File: config.mk
export PLATFORM = sky130hd
export DESIGN_NAME = spi_reg_bridge
export DESIGN_NICKNAME = d
export VERILOG_FILES = /design/src/rtl/spi_bridge_pkg.sv /design/src/rtl/spi_in_sync.sv /design/src/rtl/spi_bridge_cfg.sv /design/src/rtl/spi_reg_bridge.sv
export SDC_FILE = /design/constraint.sdc
export NUM_CORES = 1
export LEC_CHECK = 0
export BUFFER_PORTS_ARGS = -buffer_cell sky130_fd_sc_hd__buf_2
export CAP_MARGIN = 20
export CORE_AREA = 4 4 193 195
export DETAILED_ROUTE_END_ITERATION = 12
export DIE_AREA = 0 0 197 199
export GPL_TIMING_DRIVEN = 0
export HOLD_SLACK_MARGIN = 0.02
export PLACE_DENSITY = 0.48
export SLEW_MARGIN = 25
export SYNTH_ARGS = -nofsm -noshare
export SYNTH_HDL_FRONTEND = slang
export SYNTH_SLANG_ARGS = --single-unit
File: constraint.sdc
create_clock -name clk_i -period 5.5 [get_ports clk_i]
set_clock_uncertainty 0.15 [all_clocks]
set_input_delay 0.275 -clock clk_i [delete_from_list [all_inputs] [get_ports clk_i]]
set_output_delay 0.275 -clock clk_i [all_outputs]
set_load 0.02 [all_outputs]
File: src/rtl/spi_bridge_pkg.sv
package spi_bridge_pkg;
  localparam int ADDR_W   = 23;
  localparam int DATA_W   = 32;
  localparam int HDR_BITS = ADDR_W + 1;

  typedef logic [1:0] order_t;

  // bit index within the data word for serial position i
  function automatic int unsigned wire_pos(order_t o, int unsigned i);
    int unsigned k, j;
    k = i / 8;
    j = i % 8;
    return ((o[0] ? 3 - k : k) * 8) + (o[1] ? j : 7 - j);
  endfunction

  // data word -> serial stream, stream bit 0 at index 31
  function automatic logic [DATA_W-1:0] to_wire(order_t o, logic [DATA_W-1:0] w);
    logic [DATA_W-1:0] s;
    for (int unsigned i = 0; i < DATA_W; i++) s[DATA_W-1-i] = w[wire_pos(o, i)];
    return s;
  endfunction

  function automatic logic [DATA_W-1:0] from_wire(order_t o, logic [DATA_W-1:0] s);
    logic [DATA_W-1:0] w;
    for (int unsigned i = 0; i < DATA_W; i++) w[wire_pos(o, i)] = s[DATA_W-1-i];
    return w;
  endfunction
endpackage

File: src/rtl/spi_in_sync.sv
module spi_in_sync #(
  parameter int          W       = 3,
  parameter logic [W-1:0] RST_VAL = '0
) (
  input  logic         clk_i,
  input  logic         rst_ni,
  input  logic [W-1:0] d_i,
  output logic [W-1:0] q_o
);
  logic [W-1:0] s1_q, s2_q;

  always_ff @(posedge clk_i or negedge rst_ni) begin
    if (!rst_ni) begin
      s1_q <= RST_VAL;
      s2_q <= RST_VAL;
    end else begin
      s1_q <= d_i;
      s2_q <= s1_q;
    end
  end

  assign q_o = s2_q;
endmodule

File: src/rtl/spi_bridge_cfg.sv
module spi_bridge_cfg
  import spi_bridge_pkg::*;
#(
  parameter int          PAD_W   = 4,
  parameter logic [7:0]  IF_CODE = 8'h02
) (
  input  logic              clk_i,
  input  logic              rst_ni,
  input  logic              wr_en_i,
  input  logic [1:0]        wr_idx_i,
  input  logic [PAD_W-1:0]  wr_low_i,
  input  logic [1:0]        rd_idx_i,
  input  logic              set_err_i,
  output order_t            order_o,
  output logic [PAD_W-1:0]  pad_o,
  output logic [DATA_W-1:0] rd_data_o
);
  logic   srst_q;
  logic   err_q;
  order_t order_q;
  logic [PAD_W-1:0] pad_q;
  logic [7:0] mirror_byte;

  always_ff @(posedge clk_i or negedge rst_ni) begin
    if (!rst_ni) begin
      srst_q  <= 1'b0;
      err_q   <= 1'b0;
      order_q <= '0;
      pad_q   <= '0;
    end else if (srst_q) begin
      srst_q  <= 1'b0;
      err_q   <= 1'b0;
      order_q <= '0;
      pad_q   <= '0;
    end else begin
      if (set_err_i) err_q <= 1'b1;
      if (wr_en_i) begin
        case (wr_idx_i)
          2'd0:    order_q <= wr_low_i[1:0];
          2'd1:    pad_q   <= wr_low_i;
          2'd2:    srst_q  <= wr_low_i[0];
          default: ;
        endcase
      end
    end
  end

  assign mirror_byte = {order_q[0], order_q[1], 4'b0000, order_q[1], order_q[0]};

  always_comb begin
    case (rd_idx_i)
      2'd0:    rd_data_o = {4{mirror_byte}};
      2'd1:    rd_data_o = {IF_CODE, 7'd0, err_q, 16'(pad_q)};
      default: rd_data_o = '0;
    endcase
  end

  assign order_o = order_q;
  assign pad_o   = pad_q;

  a_r9_soft_reset_defaults: assert property (@(posedge clk_i) disable iff (!rst_ni)
    srst_q |=> (order_q == 2'b00) && (pad_q == '0) && !err_q && !srst_q);

  a_r6_flag_sticky: assert property (@(posedge clk_i) disable iff (!rst_ni)
    (err_q && !srst_q) |=> err_q);

  a_r6_flag_cause: assert property (@(posedge clk_i) disable iff (!rst_ni)
    $rose(err_q) |-> $past(set_err_i));
endmodule

File: src/rtl/spi_reg_bridge.sv
module spi_reg_bridge
  import spi_bridge_pkg::*;
#(
  parameter int               PAD_W    = 4,
  parameter logic [7:0]       IF_CODE  = 8'h02,
  parameter logic [ADDR_W-1:0] CFG_BASE = '0
) (
  input  logic              clk_i,
  input  logic              rst_ni,
  input  logic              sclk_i,
  input  logic              cs_ni,
  input  logic              mosi_i,
  output logic              miso_o,
  output logic              bus_req_o,
  output logic              bus_we_o,
  output logic [ADDR_W-1:0] bus_addr_o,
  output logic [DATA_W-1:0] bus_wdata_o,
  input  logic              bus_ready_i,
  input  logic [DATA_W-1:0] bus_rdata_i
);
  localparam int MAX_BITS = HDR_BITS + 8 * ((1 << PAD_W) - 1) + DATA_W;
  localparam int CNT_W    = $clog2(MAX_BITS + 1);
  localparam int N_LOCAL  = 3;

  function automatic logic is_local(logic [ADDR_W-1:0] a);
    return (a >= CFG_BASE) && (a < CFG_BASE + ADDR_W'(N_LOCAL));
  endfunction

  logic cs_s, sclk_s, mosi_s, sclk_q;
  logic rise, fall;

  spi_in_sync #(.W(3), .RST_VAL(3'b100)) u_sync (
    .clk_i (clk_i),
    .rst_ni(rst_ni),
    .d_i   ({cs_ni, sclk_i, mosi_i}),
    .q_o   ({cs_s, sclk_s, mosi_s})
  );

  always_ff @(posedge clk_i or negedge rst_ni) begin
    if (!rst_ni) sclk_q <= 1'b0;
    else         sclk_q <= sclk_s;
  end

  assign rise = !cs_s && sclk_s && !sclk_q;
  assign fall = !cs_s && !sclk_s && sclk_q;

  // frame state
  logic [CNT_W-1:0]  bit_cnt;
  logic [DATA_W-2:0] sh_in;
  logic [ADDR_W-1:0] addr_q;
  logic              we_q;
  logic              rd_valid;
  logic [DATA_W-1:0] rd_data;
  logic [DATA_W-1:0] tx_sh;

  order_t            order;
  logic [PAD_W-1:0]  pad;
  logic [DATA_W-1:0] cfg_rdata;
  logic [CNT_W-1:0]  data_start;

  logic              addr_done, launch_rd, commit_wr, set_err, rsp_rd;
  logic [ADDR_W-1:0] new_addr;
  logic              new_we;
  logic [DATA_W-1:0] wdata_new;

  assign data_start = CNT_W'(HDR_BITS) + CNT_W'({pad, 3'b000});
  assign new_addr   = {sh_in[ADDR_W-2:0], mosi_s};
  assign new_we     = sh_in[ADDR_W-1];
  assign addr_done  = rise && (bit_cnt == CNT_W'(HDR_BITS - 1));
  assign launch_rd  = addr_done && !new_we;
  assign commit_wr  = rise && we_q && (bit_cnt == CNT_W'(HDR_BITS + DATA_W - 1));
  assign wdata_new  = from_wire(order, {sh_in, mosi_s});
  assign set_err    = fall && !we_q && (bit_cnt == data_start) && !rd_valid;
  assign rsp_rd     = bus_req_o && bus_ready_i && !bus_we_o;

  spi_bridge_cfg #(.PAD_W(PAD_W), .IF_CODE(IF_CODE)) u_cfg (
    .clk_i    (clk_i),
    .rst_ni   (rst_ni),
    .wr_en_i  (commit_wr && is_local(addr_q)),
    .wr_idx_i (2'(addr_q - CFG_BASE)),
    .wr_low_i (wdata_new[PAD_W-1:0]),
    .rd_idx_i (2'(new_addr - CFG_BASE)),
    .set_err_i(set_err),
    .order_o  (order),
    .pad_o    (pad),
    .rd_data_o(cfg_rdata)
  );

  always_ff @(posedge clk_i or negedge rst_ni) begin
    if (!rst_ni) begin
      bit_cnt  <= '0;
      sh_in    <= '0;
      addr_q   <= '0;
      we_q     <= 1'b0;
      rd_valid <= 1'b0;
      rd_data  <= '0;
      tx_sh    <= '0;
    end else if (cs_s) begin
      bit_cnt  <= '0;
      we_q     <= 1'b0;
      rd_valid <= 1'b0;
      tx_sh    <= '0;
    end else begin
      if (rise) begin
        sh_in   <= {sh_in[DATA_W-3:0], mosi_s};
        bit_cnt <= bit_cnt + 1'b1;
      end
      if (addr_done) begin
        addr_q <= new_addr;
        we_q   <= new_we;
      end
      if (launch_rd && is_local(new_addr)) begin
        rd_valid <= 1'b1;
        rd_data  <= cfg_rdata;
      end
      if (rsp_rd) begin
        rd_valid <= 1'b1;
        rd_data  <= bus_rdata_i;
      end
      if (fall && !we_q) begin
        if (bit_cnt == data_start)
          tx_sh <= rd_valid ? to_wire(order, rd_data) : '0;
        else if (bit_cnt > data_start)
          tx_sh <= {tx_sh[DATA_W-2:0], 1'b0};
      end
    end
  end

  assign miso_o = tx_sh[DATA_W-1];

  // internal bus master
  always_ff @(posedge clk_i or negedge rst_ni) begin
    if (!rst_ni) begin
      bus_req_o   <= 1'b0;
      bus_we_o    <= 1'b0;
      bus_addr_o  <= '0;
      bus_wdata_o <= '0;
    end else begin
      if (bus_req_o && bus_ready_i) bus_req_o <= 1'b0;
      if (launch_rd && !is_local(new_addr)) begin
        bus_req_o  <= 1'b1;
        bus_we_o   <= 1'b0;
        bus_addr_o <= new_addr;
      end
      if (commit_wr && !is_local(addr_q)) begin
        bus_req_o   <= 1'b1;
        bus_we_o    <= 1'b1;
        bus_addr_o  <= addr_q;
        bus_wdata_o <= wdata_new;
      end
    end
  end

  a_r10_req_hold: assert property (@(posedge clk_i) disable iff (!rst_ni)
    (bus_req_o && !bus_ready_i) |=> bus_req_o && $stable(bus_addr_o)
                                    && $stable(bus_we_o) && $stable(bus_wdata_o));

  a_r3_write_after_payload: assert property (@(posedge clk_i) disable iff (!rst_ni)
    ($rose(bus_req_o) && bus_we_o) |-> ($past(bit_cnt) == CNT_W'(HDR_BITS + DATA_W - 1)));

  a_r4_read_after_header: assert property (@(posedge clk_i) disable iff (!rst_ni)
    ($rose(bus_req_o) && !bus_we_o) |-> ($past(bit_cnt) == CNT_W'(HDR_BITS - 1)));

  a_r12_miso_idle: assert property (@(posedge clk_i) disable iff (!rst_ni)
    cs_s |=> !miso_o);
endmodule

==> flow_summary_export.csv, run 1 <==
group,metric,value,unit
timing,relSlewSlack,37.14,%
floorplanning,row_count,69,
critical_path,rr_worst_depth,11,
floorplanning,dieHeight,199,um
layout,utilization,34.37,%
grt,grt_pass1_wl,45860,um
route,antenna_left,0,
synth,syn-instance-count,785,
pwr,clkPwrFrac,39.7,%
worst_hold_path,whs_path_depth,4,
route,routed_via_density,4.999,
floorplanning,fp.dieW,197,um
layout,diodes,0,
pwr,irDropWorstVdd,0.0002242,V
synth,ys.flop_type,"dfrtp_1",
clock_tree,cts_buffer_depth,2,
synth,ys_seq_area_share,49.06,%
synth,netlist_area,0.01021,mm2
clock_tree,cts_setup_buffers,0,
pwr,switching_share,27.18,%
critical_path,worstPathArrival,3.59,ns
timing,final.period_utilization,61.43,%
synth,synth_edf_count,0,
synth,yosys_register_bits,200,
floorplanning,start_util,28.84,%
route,first_pass_iters,5,
clock_tree,cts_buffers,17,
pwr,p_leak,5.894,nW
grt,grt-ovfl-total,0,
floorplanning,core_area,0.03540,mm2
synth,synth_warnings,0,
layout,final_cell_mix,"198 x dfrtp_1, 107 x buf_2, 87 x mux2_2, 68 x mux2i_1, 55 x mux4_2",
critical_path,start_kind,"flop",
timing,setup_viol,0,
placed_design,dp_hpwl,21030,um
pwr,p_seq_share,52.4,%
floorplanning,die-area,0.03920,mm2
status,status,"completed",
timing,hold_viol,0,
critical_path,crit_path_end_kind,"flop",
route,routed_wl,29200,um
layout,nNetsFinal,975,
layout,multi_input_comb_area,0.004853,mm2
critical_path,required,5.71,ns
grt,groute.usage.overall,15.13,%
route,wire_per_inst,20.82,um
grt,grt_pass1_vias,7338,
layout,layout_commonest_cell,"dfrtp_1",
layout,drive_gt1_share,32.62,%
critical_path,worstSetupPathType,"reg2reg",
floorplanning,top_level_ports,96,
timing,setup_tns,0,ns
clock_tree,htreeDepth,4,
placed_design,portBuffers,95,
pwr,p_int,2.265,mW
clock_tree,clk_pin_slew,0.08,ns
critical_path,critPathMaxFanout,10,
clock_tree,postCtsResizedCells,0,
timing,period_needed,3.379,ns
timing,fmax,296.0,MHz
clock_tree,clkLatencyLatePin,0.45,ns
pwr,comb_power_share,7.9,%
route,drc,0,
route,vias,7008,
placed_design,gp_congestion,0.7748,
synth,syn_avg_cell_area,13.00,um2
pwr,power_switching,0.8456,mW
clock_tree,tritoncts,"done",
layout,seq_area,0.005007,mm2
pwr,p_per_area,255.7,mW/mm2
timing,slew_violations,0,
timing,rsz0062_at_grt,"no",
synth,ys_types,54,
route,initialDrtViolationCount,478,
layout,syn_to_final_growth,19.18,%
flow_run,drv_cap,0,
grt,grt_start_max_net_pins,85,
synth,async_flop_share,100.0,%
worst_hold_path,hold_class,"in2reg",
clock_tree,cts_sinks,200,
synth,mappedNetlistNets,831,
clock_tree,root_buffer,"clkbuf_16",
clock_tree,hold_buffers,28,
layout,fillers,3509,
timing,worst_slew_pin_slew,0.9429,ns
grt,antenna_found_initial,0,
## power groups by stage
stage / Clock (mW) / Combinational [mW] / Sequential (mW)
after CTS: 1.28 / 0.254 / 1.63
after detailed placement: 0 / 0.236 / 1.66
after global routing: 1.34 / 0.272 / 1.64
after global placement: 0 / 0.230 / 1.65
after floorplan: 0 / 0.153 / 1.61
final: 1.23 / 0.247 / 1.63
## layer usage
layer,GRT usage (%),wire length (um),vias up,share of wire (%)
li1,-,-,3203,-
met1,20.93,13530,3657,46
met2,25.43,14500,133,50
met3,2.575,952,15,3.3
met4,2.671,210,0,0.72
met5,0,0,-,0
## cell usage after synthesis (all sizes together), types with 2 or more instances
library cell	n	share of area, %
xor2	5	0.43
nor2b	7	0.43
dfstp	2	0.51
a211o	2	0.18
nand4	6	0.37
nor4b	4	0.40
mux2	96	11
mux2i	68	6.7
buf	24	1.5
xnor2	4	0.34
a22oi	35	2.6
and2	2	0.12
dfrtp	198	49
nand2b	33	2.0
and4	2	0.17
nor3	6	0.29
a31oi	3	0.18
o21ai	14	0.69
inv	17	0.63
nor2	41	1.5
ha	8	0.98
clkbuf	35	1.3
o31ai	2	0.15
nor4	8	0.55
mux4	56	12
nand3	5	0.29
nor3b	3	0.27
or3	2	0.12
nand2	36	1.3
a21oi	34	1.7
o22ai	2	0.12
a22o	16	1.4
## final timing paths
path / endpoint / startpoint / slack (ns)
max: tx_sh[28] / u_cfg.pad_o[0] / 2.12
min: rd_data[0] / bus_rdata_i[0] / 0.06
max reg2reg: tx_sh[28] / u_cfg.pad_o[0] / 2.12
min reg2reg: u_sync.q_o[1] / u_sync.s1_q[1] / 0.20
max in group asynchronous: sclk_q / rst_ni / 3.92
min in group asynchronous: rd_data[30] / rst_ni / 0.15
## cell families (layout without fill, tap and decap cells)
| kind of cell | Yosys count | in the layout | share of synthesized area [%] |
|---|---|---|---|
| xor+xnor | 9 | 9 | 0.7722 |
| mux | 220 | 220 | 29.98 |
| fa+ha+maj | 8 | 8 | 0.9807 |
| buf+inv | 76 | 232 | 3.396 |
| simple gates | 160 | 160 | 8.335 |
| flops | 200 | 200 | 49.06 |
| compound gates | 112 | 112 | 7.477 |
## critical path: stages (launching register included)
cell	delay (ns)
dfrtp_1	0.41
inv_1	0.09
ha_1	0.22
or3_1	0.33
ha_1	0.33
nand4_1	0.11
or3_1	0.31
clkbuf_1	0.20
nor2_1	0.36
clkbuf_1	0.47
a22oi_1	0.14
mux2i_1	0.17
## sequential cells by signal (all words and copies together), names as in the netlist, 2 cells and up
| name | count |
|---|---|
| bus_wdata_o | 32 |
| addr_q | 23 |
| u_sync.q_o | 3 |
| bit_cnt | 8 |
| u_sync.s1_q | 3 |
| rd_data | 32 |
| tx_sh | 32 |
| bus_addr_o | 23 |
| u_cfg.order_o | 2 |
| u_cfg.pad_o | 4 |
| sh_in | 31 |
## per-stage QoR
| stage | hold slack, ns | total power, mW | setup WS [ns] | cell area [um2] | cells |
|---|---|---|---|---|---|
| after floorplan | -0.1706 | 1.759 | 2.838 | 10210 | 785 |
| after global placement | 0.1871 | 1.884 | 0.2559 | 11260 | 1341 |
| after detailed placement | 0.02958 | 1.893 | 2.159 | 11330 | 1343 |
| after CTS | 0.03632 | 3.160 | 2.123 | 12170 | 1402 |
| after global routing | 0.05355 | 3.248 | 1.874 | 12170 | 1402 |
| final | 0.05598 | 3.111 | 2.121 | 12170 | 1402 |
## layout make-up
class | count | share of cell area, %
Sequential cell | 200 | 41.16
Multi-Input combinational cell | 509 | 39.90
Clock buffer | 17 | 3.497
Tap cell | 461 | 4.741
Buffer | 59 | 2.335
Clock inverter | 14 | 1.100
Timing Repair Buffer | 125 | 6.747
Inverter | 17 | 0.5245
Note: power is estimated with default switching activity, not from simulation.
==> run 2, diff against run 1 <==
--- a/config.mk
+++ b/config.mk
@@ -5,14 +5,15 @@
 export SDC_FILE = /design/constraint.sdc
 export NUM_CORES = 1
 export LEC_CHECK = 0
+export ABC_AREA = 1
 export BUFFER_PORTS_ARGS = -buffer_cell sky130_fd_sc_hd__buf_2
 export CAP_MARGIN = 20
-export CORE_AREA = 4 4 193 195
+export CORE_AREA = 4 4 194 196
 export DETAILED_ROUTE_END_ITERATION = 12
-export DIE_AREA = 0 0 197 199
+export DIE_AREA = 0 0 198 200
 export GPL_TIMING_DRIVEN = 0
 export HOLD_SLACK_MARGIN = 0.02
-export PLACE_DENSITY = 0.48
+export PLACE_DENSITY = 0.49
 export SLEW_MARGIN = 25
 export SYNTH_ARGS = -nofsm -noshare
 export SYNTH_HDL_FRONTEND = slang
==> constraint.sdc (replaced) <==
create_clock -name clk_i -period 2.8 [get_ports clk_i]
set_clock_uncertainty 0.15 [all_clocks]
set_input_delay 0.14 -clock clk_i [delete_from_list [all_inputs] [get_ports clk_i]]
set_output_delay 0.14 -clock clk_i [all_outputs]
set_load 0.02 [all_outputs]
==> run 2 against run 1 <==
Against the previous run:
- sequential share of layout area decreased by 0.83 points
- synthesized cell count increased by 69%
- global-route usage increased by 1.9 points
- clock-buffer cell count grew 2
- non-clock buffer count is 24 higher
- synthesized area up 0.75%
- final cell count up 40%
- total power is 95% higher
- largest cell class unchanged
- sequential power increased by 87%
- combinational power up 91%
- via count increased by 36%
- maximum frequency increased by 32%
==> flow_summary_export.csv, run 2 <==
group,metric,value,unit
synth,post-synth-top-area-cell,"dfrtp_1",
layout,syn_to_final_growth,20.73,%
critical_path,max_stage_delay,0.40,ns
floorplanning,core_area,0.03608,mm2
critical_path,slowest_stage,"dfrtp_1",
timing,hold_viol,0,
grt,antenna_found_initial,0,
clock_tree,cts_buffers,17,
timing,fmax,390.2,MHz
timing,final.period_utilization,91.53,%
floorplanning,top_level_ports,96,
critical_path,critical_path.most_common_cell,"nand2_1",
critical_path,rr_worst_depth,12,
floorplanning,die-area,0.03960,mm2
synth,synth_common_cells,"498 x nand2_1, 198 x dfrtp_1, 131 x o21ai_0",
placed_design,dp_hpwl,24660,um
timing,relSlewSlack,55.49,%
clock_tree,clk_pin_slew,0.09,ns
critical_path,critPathMaxFanout,10,
critical_path,worstPathArrival,2.80,ns
route,first_pass_iters,5,
synth,synth_edf_count,0,
timing,rsz0062_at_grt,"no",
grt,grt_pass1_vias,9319,
route,drc,0,
synth,syn_avg_cell_area,7.773,um2
route,routed_wl,33780,um
status,status,"completed",
synth,yosys_register_bits,200,
clock_tree,htreeDepth,4,
clock_tree,cts_setup_buffers,0,
placed_design,gp_congestion,0.8742,
route,initialDrtViolationCount,608,
pwr,p_per_area,489.7,mW/mm2
clock_tree,root_buffer,"clkbuf_16",
critical_path,required,3.04,ns
timing,hold_slack,0.03469,ns
timing,period_needed,2.563,ns
synth,ys_seq_area_share,48.69,%
layout,layout_commonest_cell,"nand2_1",
route,wire_per_inst,17.26,um
placed_design,portBuffers,95,
route,antenna_left,0,
synth,syn-instance-count,1323,
timing,setup_viol,0,
clock_tree,clkLatencyLatePin,0.46,ns
floorplanning,dieHeight,200,um
worst_hold_path,hold_class,"in2async",
critical_path,path_depth,12,
synth,ys.flop_type,"dfrtp_1",
critical_path,path_buf_inv,2,
route,vias,9510,
critical_path,cp_cell_sequence,"inv_1 > ha_1 > nor2_1 > nand2_1 > ha_1 > nand2_1 > nor2_2 > nand3_1 > clkbuf_2 > o21ai_0 > nand2_1 > nand2_1",
pwr,p_leak,6.225,nW
critical_path,r2r_slack,0.24,ns
grt,grt_start_max_net_pins,60,
critical_path,start_kind,"flop",
synth,mappedNetlistNets,1369,
pwr,irDropWorstVdd,0.0003951,V
synth,synth_warnings,0,
critical_path,crit_path_end_kind,"flop",
synth,synth_most_common_cell,"nand2_1",
layout,diodes,0,
critical_path,cpLargestDelayFamily,"simple AND/OR/NAND/NOR gates",
synth,async_flop_share,100.0,%
synth,netlist_area,0.01028,mm2
layout,final_cell_mix,"496 x nand2_1, 198 x dfrtp_1, 131 x o21ai_0, 129 x buf_2, 91 x nand3_1",
layout,drive_gt1_share,14.30,%
flow_run,drv_cap,0,
floorplanning,start_util,28.50,%
floorplanning,row_count,70,
layout,nNetsFinal,1522,
clock_tree,cts_sinks,200,
critical_path,worstSetupPathType,"reg2reg",
timing,slew_violations,0,
grt,grt_pass1_wl,52920,um
synth,ys_types,38,
timing,worst_slew_pin_slew,0.6677,ns
synth,synth_top_area_share,48.18,%
route,routed_via_density,4.859,
layout,reg_top3,"bus_wdata_o (32), rd_data (32), tx_sh (32)",
layout,final_area,0.01242,mm2
clock_tree,tritoncts,"done",
synth,synth.area.top_cells,"dfrtp_1 48%, nand2_1 18%, o21ai_0 6.4%, nand3_1 4.4%, mux2i_1 2.9%",
clock_tree,cts_buffer_depth,2,
grt,groute.usage.overall,17.05,%
placed_design,dpl_cell_area,0.01144,mm2
floorplanning,fp.dieW,198,um
grt,grt-ovfl-total,0,
## run 2: worst paths after layout
path                            startpoint             to
min                                 rst_ni     addr_q[21]
max in group asynchronous           rst_ni    rd_data[15]
max                         u_cfg.pad_o[0]      tx_sh[21]
min reg2reg                 u_sync.s1_q[0]  u_sync.q_o[0]
max reg2reg                 u_cfg.pad_o[0]      tx_sh[21]
min in group clk_i         bus_rdata_i[16]    rd_data[16]
## run 2: cells by family (layout without fill, tap and decap cells)
| logic type | after synthesis | after routing | synth area share [%] |
|---|---|---|---|
| buf+inv | 160 | 326 | 6.838 |
| flops | 200 | 200 | 48.69 |
| xor+xnor | 3 | 3 | 0.2556 |
| simple gates | 686 | 686 | 27.89 |
| fa+ha+maj | 8 | 8 | 0.9734 |
| compound gates | 236 | 236 | 12.43 |
| mux | 30 | 30 | 2.920 |
## run 2: stage by stage
step	power, mW	TNS (ns)	instances	utilization [%]	setup WS (ns)
floorplan	3.288	0	1323	-	0.6649
global placement	3.513	-459.16	1886	31.44	-2.329
detailed placement	3.533	0	1889	31.70	0.1025
CTS	6.158	0	1957	34.36	0.04927
global route	6.336	0	1957	34.41	0.03009
finish	6.080	0	1957	34.41	0.2372
## run 2: final cells by class
| type | instances | area [um2] |
|---|---|---|
| Fill cell | 3877 | 23670 |
| Sequential cell | 200 | 5007 |
| Multi-Input combinational cell | 963 | 4581 |
| Timing Repair Buffer | 134 | 928.4 |
| Tap cell | 468 | 585.6 |
| Clock buffer | 19 | 442.9 |
| Buffer | 74 | 389.1 |
| Inverter | 86 | 325.3 |
| Clock inverter | 13 | 156.4 |
## run 2: per-layer routing
layer | GRT usage (%) | up-vias | share of wire, %
li1 | - | 4625 | -
met1 | 22.88 | 4576 | 45
met2 | 28.07 | 256 | 48
met3 | 2.870 | 53 | 4.0
met4 | 5.968 | 0 | 2.9
met5 | 0 | - | 0
## run 2: repair_timing
| item | CTS | global route |
|---|---|---|
| endpoints found under the hold margin | 119 | 0 |
| hold buffers | 36 | 0 |
| endpoints found under the setup margin | 0 | 30 |
| gates resized for setup | 0 | 13 |
## run 2: power breakdown
| part | total, mW | switching (mW) | internal [mW] |
|---|---|---|---|
| Clock | 2.57 | 1.27 | 1.30 |
| Combinational | 0.471 | 0.310 | 0.160 |
| Sequential | 3.04 | 0.0855 | 2.96 |
| Total | 6.08 | 1.66 | 4.42 |
